--- config.mk ---
export PLATFORM = sky130hd
export DESIGN_NAME = axi_burst_ram_bridge
export DESIGN_NICKNAME = d
export VERILOG_FILES = /design/src/rtl/axi_bridge_pkg.sv /design/src/rtl/bridge_prefetch_buf.sv /design/src/rtl/bridge_wr_chan.sv /design/src/rtl/bridge_rd_chan.sv /design/src/rtl/axi_burst_ram_bridge.sv
export SDC_FILE = /design/constraint.sdc
export NUM_CORES = 1
export LEC_CHECK = 0
export BUFFER_PORTS_ARGS = -buffer_cell sky130_fd_sc_hd__clkbuf_2
export CAP_MARGIN = 20
export CORE_AREA = 2 2 253 255
export DETAILED_ROUTE_END_ITERATION = 16
export DIE_AREA = 0 0 255 257
export PLACE_DENSITY = 0.69
export SLEW_MARGIN = 20
export SYNTH_ARGS = -nofsm -noshare
export SYNTH_HDL_FRONTEND = slang
export SYNTH_SLANG_ARGS = --single-unit
--- constraint.sdc ---
create_clock -name clk -period 5.5 [get_ports clk]
set_clock_uncertainty 0.05 [all_clocks]
set_input_delay 1.1 -clock clk [delete_from_list [all_inputs] [get_ports clk]]
set_output_delay 1.1 -clock clk [all_outputs]
set_load 0.02 [all_outputs]
--- src/rtl/axi_bridge_pkg.sv ---
package axi_bridge_pkg;

   typedef enum logic [1:0] {
      WR_IDLE = 2'd0,
      WR_DATA = 2'd1,
      WR_RESP = 2'd2
   } wr_state_e;

   typedef enum logic {
      RD_IDLE = 1'b0,
      RD_BUSY = 1'b1
   } rd_state_e;

   localparam logic [1:0] RESP_OKAY = 2'b00;

endpackage

--- src/rtl/bridge_prefetch_buf.sv ---
module bridge_prefetch_buf #(
   parameter int WIDTH = 128,
   parameter int DEPTH = 4,
   localparam int PTR_W = (DEPTH > 1) ? $clog2(DEPTH) : 1,
   localparam int CNT_W = $clog2(DEPTH + 1)
) (
   input  logic             clk,
   input  logic             rst_n,
   input  logic             push,
   input  logic [WIDTH-1:0] push_data,
   input  logic             pop,
   output logic [WIDTH-1:0] head_data,
   output logic             not_empty,
   output logic [CNT_W-1:0] fill
);

   localparam bit IS_POW2 = ((1 << PTR_W) == DEPTH);

   logic [WIDTH-1:0] store [DEPTH];
   logic [PTR_W-1:0] wr_ptr, rd_ptr, wr_nxt, rd_nxt;
   logic [CNT_W-1:0] count_q;

   generate
      if (IS_POW2) begin : g_wrap_free
         assign wr_nxt = wr_ptr + PTR_W'(1);
         assign rd_nxt = rd_ptr + PTR_W'(1);
      end else begin : g_wrap_cmp
         assign wr_nxt = (wr_ptr == PTR_W'(DEPTH - 1)) ? '0 : wr_ptr + PTR_W'(1);
         assign rd_nxt = (rd_ptr == PTR_W'(DEPTH - 1)) ? '0 : rd_ptr + PTR_W'(1);
      end
   endgenerate

   always_ff @(posedge clk) begin
      if (push) store[wr_ptr] <= push_data;
   end

   always_ff @(posedge clk or negedge rst_n) begin
      if (!rst_n) begin
         wr_ptr  <= '0;
         rd_ptr  <= '0;
         count_q <= '0;
      end else begin
         if (push) wr_ptr <= wr_nxt;
         if (pop)  rd_ptr <= rd_nxt;
         case ({push, pop})
            2'b10:   count_q <= count_q + CNT_W'(1);
            2'b01:   count_q <= count_q - CNT_W'(1);
            default: count_q <= count_q;
         endcase
      end
   end

   assign head_data = store[rd_ptr];
   assign not_empty = (count_q != '0);
   assign fill      = count_q;

   // the buffer never takes a word it has no room for
   p_no_overflow_r7: assert property (@(posedge clk) disable iff (!rst_n)
      (push && !pop) |-> (count_q < CNT_W'(DEPTH)));

   // a pop always finds data in the buffer
   p_no_underflow_r7: assert property (@(posedge clk) disable iff (!rst_n)
      pop |-> not_empty);

endmodule

--- src/rtl/bridge_wr_chan.sv ---
module bridge_wr_chan
   import axi_bridge_pkg::*;
#(
   parameter int ADDR_W = 20,
   parameter int DATA_W = 128,
   localparam int STRB_W = DATA_W / 8
) (
   input  logic              clk,
   input  logic              rst_n,
   input  logic [ADDR_W-1:0] awaddr,
   input  logic              awvalid,
   output logic              awready,
   input  logic [DATA_W-1:0] wdata,
   input  logic [STRB_W-1:0] wstrb,
   input  logic              wlast,
   input  logic              wvalid,
   output logic              wready,
   output logic [1:0]        bresp,
   output logic              bvalid,
   input  logic              bready,
   output logic              ram_we,
   output logic [ADDR_W-1:0] ram_waddr,
   output logic [STRB_W-1:0] ram_be,
   output logic [DATA_W-1:0] ram_wdata
);

   localparam logic [ADDR_W-1:0] STEP = ADDR_W'(STRB_W);

   wr_state_e         state_q;
   logic [ADDR_W-1:0] addr_q;
   logic              first_q;
   logic              beat;

   assign awready = (state_q == WR_IDLE);
   assign wready  = (state_q == WR_DATA);
   assign bvalid  = (state_q == WR_RESP);
   assign bresp   = RESP_OKAY;
   assign beat    = wvalid && wready;

   always_ff @(posedge clk or negedge rst_n) begin
      if (!rst_n) begin
         state_q <= WR_IDLE;
         addr_q  <= '0;
         first_q <= 1'b0;
      end else begin
         case (state_q)
            WR_IDLE: if (awvalid) begin
               state_q <= WR_DATA;
               addr_q  <= awaddr;
               first_q <= 1'b1;
            end
            WR_DATA: if (beat) begin
               addr_q  <= addr_q + STEP;
               first_q <= 1'b0;
               if (wlast) state_q <= WR_RESP;
            end
            WR_RESP: if (bready) state_q <= WR_IDLE;
            default: state_q <= WR_IDLE;
         endcase
      end
   end

   assign ram_we    = beat;
   assign ram_waddr = addr_q;
   assign ram_be    = wstrb;
   assign ram_wdata = wdata;

   // an accepted address opens the data phase on the next cycle
   p_wready_after_aw_r2: assert property (@(posedge clk) disable iff (!rst_n)
      (awvalid && awready) |=> (wready && !awready));

   // the RAM address steps by one word per accepted beat
   p_waddr_step_r3: assert property (@(posedge clk) disable iff (!rst_n)
      (beat && !wlast) |=> (ram_waddr == $past(ram_waddr) + STEP));

   // interior beats carry full strobes
   p_full_interior_r4: assert property (@(posedge clk) disable iff (!rst_n)
      (beat && !first_q && !wlast) |-> (&wstrb));

   // address ready returns one cycle after the response handshake
   p_aw_return_r5: assert property (@(posedge clk) disable iff (!rst_n)
      (bvalid && bready) |=> awready);

endmodule

--- src/rtl/bridge_rd_chan.sv ---
module bridge_rd_chan
   import axi_bridge_pkg::*;
#(
   parameter int ADDR_W    = 20,
   parameter int DATA_W    = 128,
   parameter int LEN_W     = 8,
   parameter int BUF_DEPTH = 4,
   localparam int STRB_W   = DATA_W / 8,
   localparam int CNT_W    = LEN_W + 1,
   localparam int FILL_W   = $clog2(BUF_DEPTH + 1)
) (
   input  logic              clk,
   input  logic              rst_n,
   input  logic [ADDR_W-1:0] araddr,
   input  logic [LEN_W-1:0]  arlen,
   input  logic              arvalid,
   output logic              arready,
   output logic [DATA_W-1:0] rdata,
   output logic [1:0]        rresp,
   output logic              rlast,
   output logic              rvalid,
   input  logic              rready,
   output logic              ram_re,
   output logic [ADDR_W-1:0] ram_raddr,
   input  logic [DATA_W-1:0] ram_rdata
);

   localparam logic [ADDR_W-1:0] STEP = ADDR_W'(STRB_W);

   rd_state_e         state_q;
   logic [ADDR_W-1:0] addr_q;
   logic [CNT_W-1:0]  fetch_left_q;
   logic [CNT_W-1:0]  beats_left_q;
   logic              inflight_q;
   logic              pop;
   logic              room;
   logic [FILL_W-1:0] fill;
   logic [FILL_W:0]   committed;

   assign arready   = (state_q == RD_IDLE);
   assign committed = {1'b0, fill} + (FILL_W + 1)'(inflight_q);
   assign room      = (committed < (FILL_W + 1)'(BUF_DEPTH));
   assign ram_re    = (state_q == RD_BUSY) && (fetch_left_q != '0) && room;
   assign ram_raddr = addr_q;
   assign pop       = rvalid && rready;
   assign rlast     = (beats_left_q == CNT_W'(1));
   assign rresp     = RESP_OKAY;

   always_ff @(posedge clk or negedge rst_n) begin
      if (!rst_n) begin
         state_q      <= RD_IDLE;
         addr_q       <= '0;
         fetch_left_q <= '0;
         beats_left_q <= '0;
         inflight_q   <= 1'b0;
      end else begin
         inflight_q <= ram_re;
         case (state_q)
            RD_IDLE: if (arvalid) begin
               state_q      <= RD_BUSY;
               addr_q       <= araddr;
               fetch_left_q <= {1'b0, arlen} + CNT_W'(1);
               beats_left_q <= {1'b0, arlen} + CNT_W'(1);
            end
            RD_BUSY: begin
               if (ram_re) begin
                  addr_q       <= addr_q + STEP;
                  fetch_left_q <= fetch_left_q - CNT_W'(1);
               end
               if (pop) begin
                  beats_left_q <= beats_left_q - CNT_W'(1);
                  if (rlast) state_q <= RD_IDLE;
               end
            end
            default: state_q <= RD_IDLE;
         endcase
      end
   end

   bridge_prefetch_buf #(
      .WIDTH (DATA_W),
      .DEPTH (BUF_DEPTH)
   ) u_buf (
      .clk       (clk),
      .rst_n     (rst_n),
      .push      (inflight_q),
      .push_data (ram_rdata),
      .pop       (pop),
      .head_data (rdata),
      .not_empty (rvalid),
      .fill      (fill)
   );

   // address ready drops after the read address is taken
   p_ar_drop_r6: assert property (@(posedge clk) disable iff (!rst_n)
      (arvalid && arready) |=> !arready);

   // successive RAM reads step by one word
   p_raddr_step_r6: assert property (@(posedge clk) disable iff (!rst_n)
      ram_re |=> (ram_raddr == $past(ram_raddr) + STEP));

   // no read data shows while no burst is open
   p_idle_quiet_r7: assert property (@(posedge clk) disable iff (!rst_n)
      arready |-> !rvalid);

   // address ready returns one cycle after the final beat
   p_ar_return_r8: assert property (@(posedge clk) disable iff (!rst_n)
      (rvalid && rready && rlast) |=> arready);

endmodule

--- src/rtl/axi_burst_ram_bridge.sv ---
module axi_burst_ram_bridge #(
   parameter int ADDR_W    = 20,
   parameter int DATA_W    = 128,
   parameter int LEN_W     = 8,
   parameter int BUF_DEPTH = 4,
   localparam int STRB_W   = DATA_W / 8
) (
   input  logic              clk,
   input  logic              rst_n,
   input  logic [ADDR_W-1:0] s_awaddr,
   input  logic              s_awvalid,
   output logic              s_awready,
   input  logic [DATA_W-1:0] s_wdata,
   input  logic [STRB_W-1:0] s_wstrb,
   input  logic              s_wlast,
   input  logic              s_wvalid,
   output logic              s_wready,
   output logic [1:0]        s_bresp,
   output logic              s_bvalid,
   input  logic              s_bready,
   input  logic [ADDR_W-1:0] s_araddr,
   input  logic [LEN_W-1:0]  s_arlen,
   input  logic              s_arvalid,
   output logic              s_arready,
   output logic [DATA_W-1:0] s_rdata,
   output logic [1:0]        s_rresp,
   output logic              s_rlast,
   output logic              s_rvalid,
   input  logic              s_rready,
   output logic              rx_we,
   output logic [ADDR_W-1:0] rx_waddr,
   output logic [STRB_W-1:0] rx_wbe,
   output logic [DATA_W-1:0] rx_wdata,
   output logic              tx_re,
   output logic [ADDR_W-1:0] tx_raddr,
   input  logic [DATA_W-1:0] tx_rdata
);

   generate
      if (DATA_W % 8 != 0) begin : g_bad_width
         $error("DATA_W must be a whole number of bytes");
      end
      if ((1 << $clog2(STRB_W)) != STRB_W) begin : g_bad_strb
         $error("byte lanes per word must be a power of two");
      end
      if (BUF_DEPTH < 2) begin : g_bad_depth
         $error("BUF_DEPTH must be at least 2");
      end
      if (ADDR_W <= $clog2(STRB_W)) begin : g_bad_addr
         $error("ADDR_W too small for the word size");
      end
   endgenerate

   bridge_wr_chan #(
      .ADDR_W (ADDR_W),
      .DATA_W (DATA_W)
   ) u_wr (
      .clk       (clk),
      .rst_n     (rst_n),
      .awaddr    (s_awaddr),
      .awvalid   (s_awvalid),
      .awready   (s_awready),
      .wdata     (s_wdata),
      .wstrb     (s_wstrb),
      .wlast     (s_wlast),
      .wvalid    (s_wvalid),
      .wready    (s_wready),
      .bresp     (s_bresp),
      .bvalid    (s_bvalid),
      .bready    (s_bready),
      .ram_we    (rx_we),
      .ram_waddr (rx_waddr),
      .ram_be    (rx_wbe),
      .ram_wdata (rx_wdata)
   );

   bridge_rd_chan #(
      .ADDR_W    (ADDR_W),
      .DATA_W    (DATA_W),
      .LEN_W     (LEN_W),
      .BUF_DEPTH (BUF_DEPTH)
   ) u_rd (
      .clk       (clk),
      .rst_n     (rst_n),
      .araddr    (s_araddr),
      .arlen     (s_arlen),
      .arvalid   (s_arvalid),
      .arready   (s_arready),
      .rdata     (s_rdata),
      .rresp     (s_rresp),
      .rlast     (s_rlast),
      .rvalid    (s_rvalid),
      .rready    (s_rready),
      .ram_re    (tx_re),
      .ram_raddr (tx_raddr),
      .ram_rdata (tx_rdata)
   );

   // the two paths advance on their own; a read burst does not hold off writes
   p_independent_r9: assert property (@(posedge clk) disable iff (!rst_n)
      (s_awvalid && s_awready && !s_arready) |=> s_wready);

endmodule

==> out/results.txt <==
status: completed
DRC Markers: 0
Relative slew margins: 28.57%
Startpoint Class: flip-flop
Syn Inst Count: 1,284
Sink Count: 581
row count: 92
Final ANT Viol Nets: 0
CTS Hold Buffers Added: 0
fin worst setup slack: 1508 ps
Crit Path Max Fanout: 51
crit path from: u_rd.u_buf.rd_ptr[0]$_DFFE_PN0P_
# setup viols final: 0
top cell type by total area after synthesis: edfxtp_1
Max Slew Vio Count: 0
Iter 0 DRT Violations: 876
dpl cells: 2,303
top post-synthesis cells by area: edfxtp_1 (65%), mux4_2 (12%), dfrtp_1 (7.3%)
number of fill cells: 5,437
vias in the first global route: 13,060
core area: 0.06274 sq mm
maximum buffer depth of the clock tree: 3
first-pass GRT wire length: 78.49 mm
Setup CP Type: flip-flop to output pin
Via density: 5.146
die area: 0.06554 sq mm
IO Count: 652
synth cell count leaders: edfxtp_1 (512), buf_4 (149), mux4_2 (128), dfrtp_1 (69), nand2_1 (49)
Layout area overhead: 15.80%
Hold Crit Class: flip-flop to flip-flop
Die Width: 255 microns
post-synthesis sequential area ratio: 72.61%
initial antenna violation count: 5
DP Worst Slack: 2031 ps
Max-Cap Viols: 0
Tmin final: 3992 ps
number of CTS-inserted buffers: 60
crit path DAT: 2840 ps
RePlAce Congestion: 0.8486
maximum vdd drop: 0.3365 mV
drt pass-1 iters: 5
Async SR Flop Fraction: 11.88%
final-stage net count: 1,859
RSZ-0062 raised after global routing: no
FF+latch count, synth: 581
total chip power: 15,850 uW
clock root cell: clkbuf_16
CP endpoint kind: output pin
share of cells above drive strength 1: 38.18%
synth unique cells: 60
syn avg cell area: 18.34 sq um
die height: 257 microns
setup bufs post-CTS: 0
synth warn: 0
H-tree levels: 2
GRT Total Usage: 15.63%
final hold violations: 0
Layout Cells excl Fill: 2,418
DRT Wirelength: 52.22 mm
grt ovf: 0
EDFF count, synth: 512
clk slew on worst S/H paths: 60 ps
reg2reg start: u_rd.fetch_left_q[0]$_DFFE_PN0P_
Routed WL per cell: 21.60 microns
final period utilization: 72.58%
Pwr Density: 581.0 mW/mm^2
Worst Tran Pin Value: 1071 ps
WP data required: 4350 ps
worst skew pair latency: 600 ps
TritonCTS clock tree: done
Finished Core Util: 43.48%
DP HPWL: 33.34 mm
Leak Pwr: 0.009688 uW
Initial Utilization: 37.54%
IO Port Bufs: 359
share of the synthesized area in the top cell type: 65.27%
post-synth design cell area: 0.02355 sq mm
Fmax: 250.5 MHz
hold path start: u_rd.ram_raddr[1]$_DFFE_PN0P_
largest net degree at the start of global routing: 71
top-count cell post-synth: edfxtp_1
Setup TNS Final: 0 ps
ys flop type: edfxtp_1
Via Count: 12,440
CTS-repair resized insts: 0
## layout make-up
cell class              instances  area (sq um)  area share, %
flip-flops and latches        581         17110          62.73
multi-input cells             488          5076          18.61
repair buffers                374          1997          7.321
clock buffers                  76          1562          5.725
well taps                     846          1059          3.881
clock inverters                36         412.9          1.514
inverters                      14         52.55         0.1927
diodes                          3         7.507        0.02752
## state kept, by name, indices dropped and copies added (netlist names)
| register | flops |
|---|---|
| u_rd.inflight_q | 1 |
| u_rd.ram_raddr | 20 |
| u_rd.u_buf.store | 512 |
| u_wr.ram_waddr | 20 |
| u_rd.state_q | 1 |
| u_rd.u_buf.wr_ptr | 2 |
| u_rd.u_buf.fill | 3 |
| u_wr.state_q | 2 |
| u_rd.fetch_left_q | 9 |
| u_rd.beats_left_q | 9 |
| u_rd.u_buf.rd_ptr | 2 |
## cells in the final DEF, fill, tap and decap left out, drive strengths merged, types with 8 or more instances in the layout
cell type  count
a21oi         41
and2           8
and3           9
buf           16
clkbuf       434
clkinv        18
clkinvlp       8
dfrtp         69
edfxtp       512
ha            11
inv           17
mux4         128
nand2         49
nand2b         8
nand3         26
nand4         14
nor2          35
nor3          15
o21ai         29
o22ai         11
xnor2         12
## critical path, stage by stage (launching register included)
cell and delay [ps]:
dfrtp_4 950, buf_12 430, mux4_2 590, clkbuf_2 170
## layer usage
layer  vias up  GRT usage, %  part of all wire (%)  wire (microns)
li1       5428             -                     -               -
met1      6410         19.76                    40           21020
met2       520         25.26                    48           25050
met3        80         6.383                    10            5252
met4         6         3.216                   1.7             866
met5         -        0.5263                 0.065              34
## logic make-up (layout without fill, tap and decap cells)
logic type | Yosys count | count (layout) | share of synthesized area [%]
compound gates | 127 | 127 | 3.389
xor+xnor | 17 | 17 | 0.6321
fa+ha+maj | 12 | 12 | 0.6693
buf+inv | 218 | 500 | 5.934
flops | 581 | 581 | 72.61
mux | 137 | 137 | 12.64
other cells | 1 | 7 | 0.01592
simple gates | 191 | 191 | 4.112
## report_power, final
group / switching (uW) / leakage [uW] / internal [uW] / total, uW
Sequential: 608 / 0.00550 / 6050 / 6660
Combinational: 3170 / 0.00326 / 2010 / 5180
Clock: 1660 / 0.000930 / 2350 / 4010
Total: 5440 / 0.00969 / 10400 / 15800
## through the flow
step           hold WS (ps)  cell area [sq um]
2_1_floorplan         409.4              23570
3_3_place_gp          408.2              25290
3_5_place_dp          417.6              25290
4_1_cts               437.2              27270
5_1_grt               481.4              27270
6_report              437.9              27270
## path summary, 6_finish.rpt
kind	end	slack (ps)	cells after the start
min reg2reg	u_rd.ram_raddr[1]$_DFFE_PN0P_	440	2
max in group asynchronous	u_rd.u_buf.rd_ptr[0]$_DFFE_PN0P_	4030	2
min	u_rd.ram_raddr[1]$_DFFE_PN0P_	440	2
min in group asynchronous	u_rd.u_buf.fill[1]$_DFFE_PN0P_	670	2
max reg2reg	u_rd.fetch_left_q[4]$_DFFE_PN0P_	2370	8
max	s_rdata[44]	1510	3
Power figures use the tool's default switching activity.
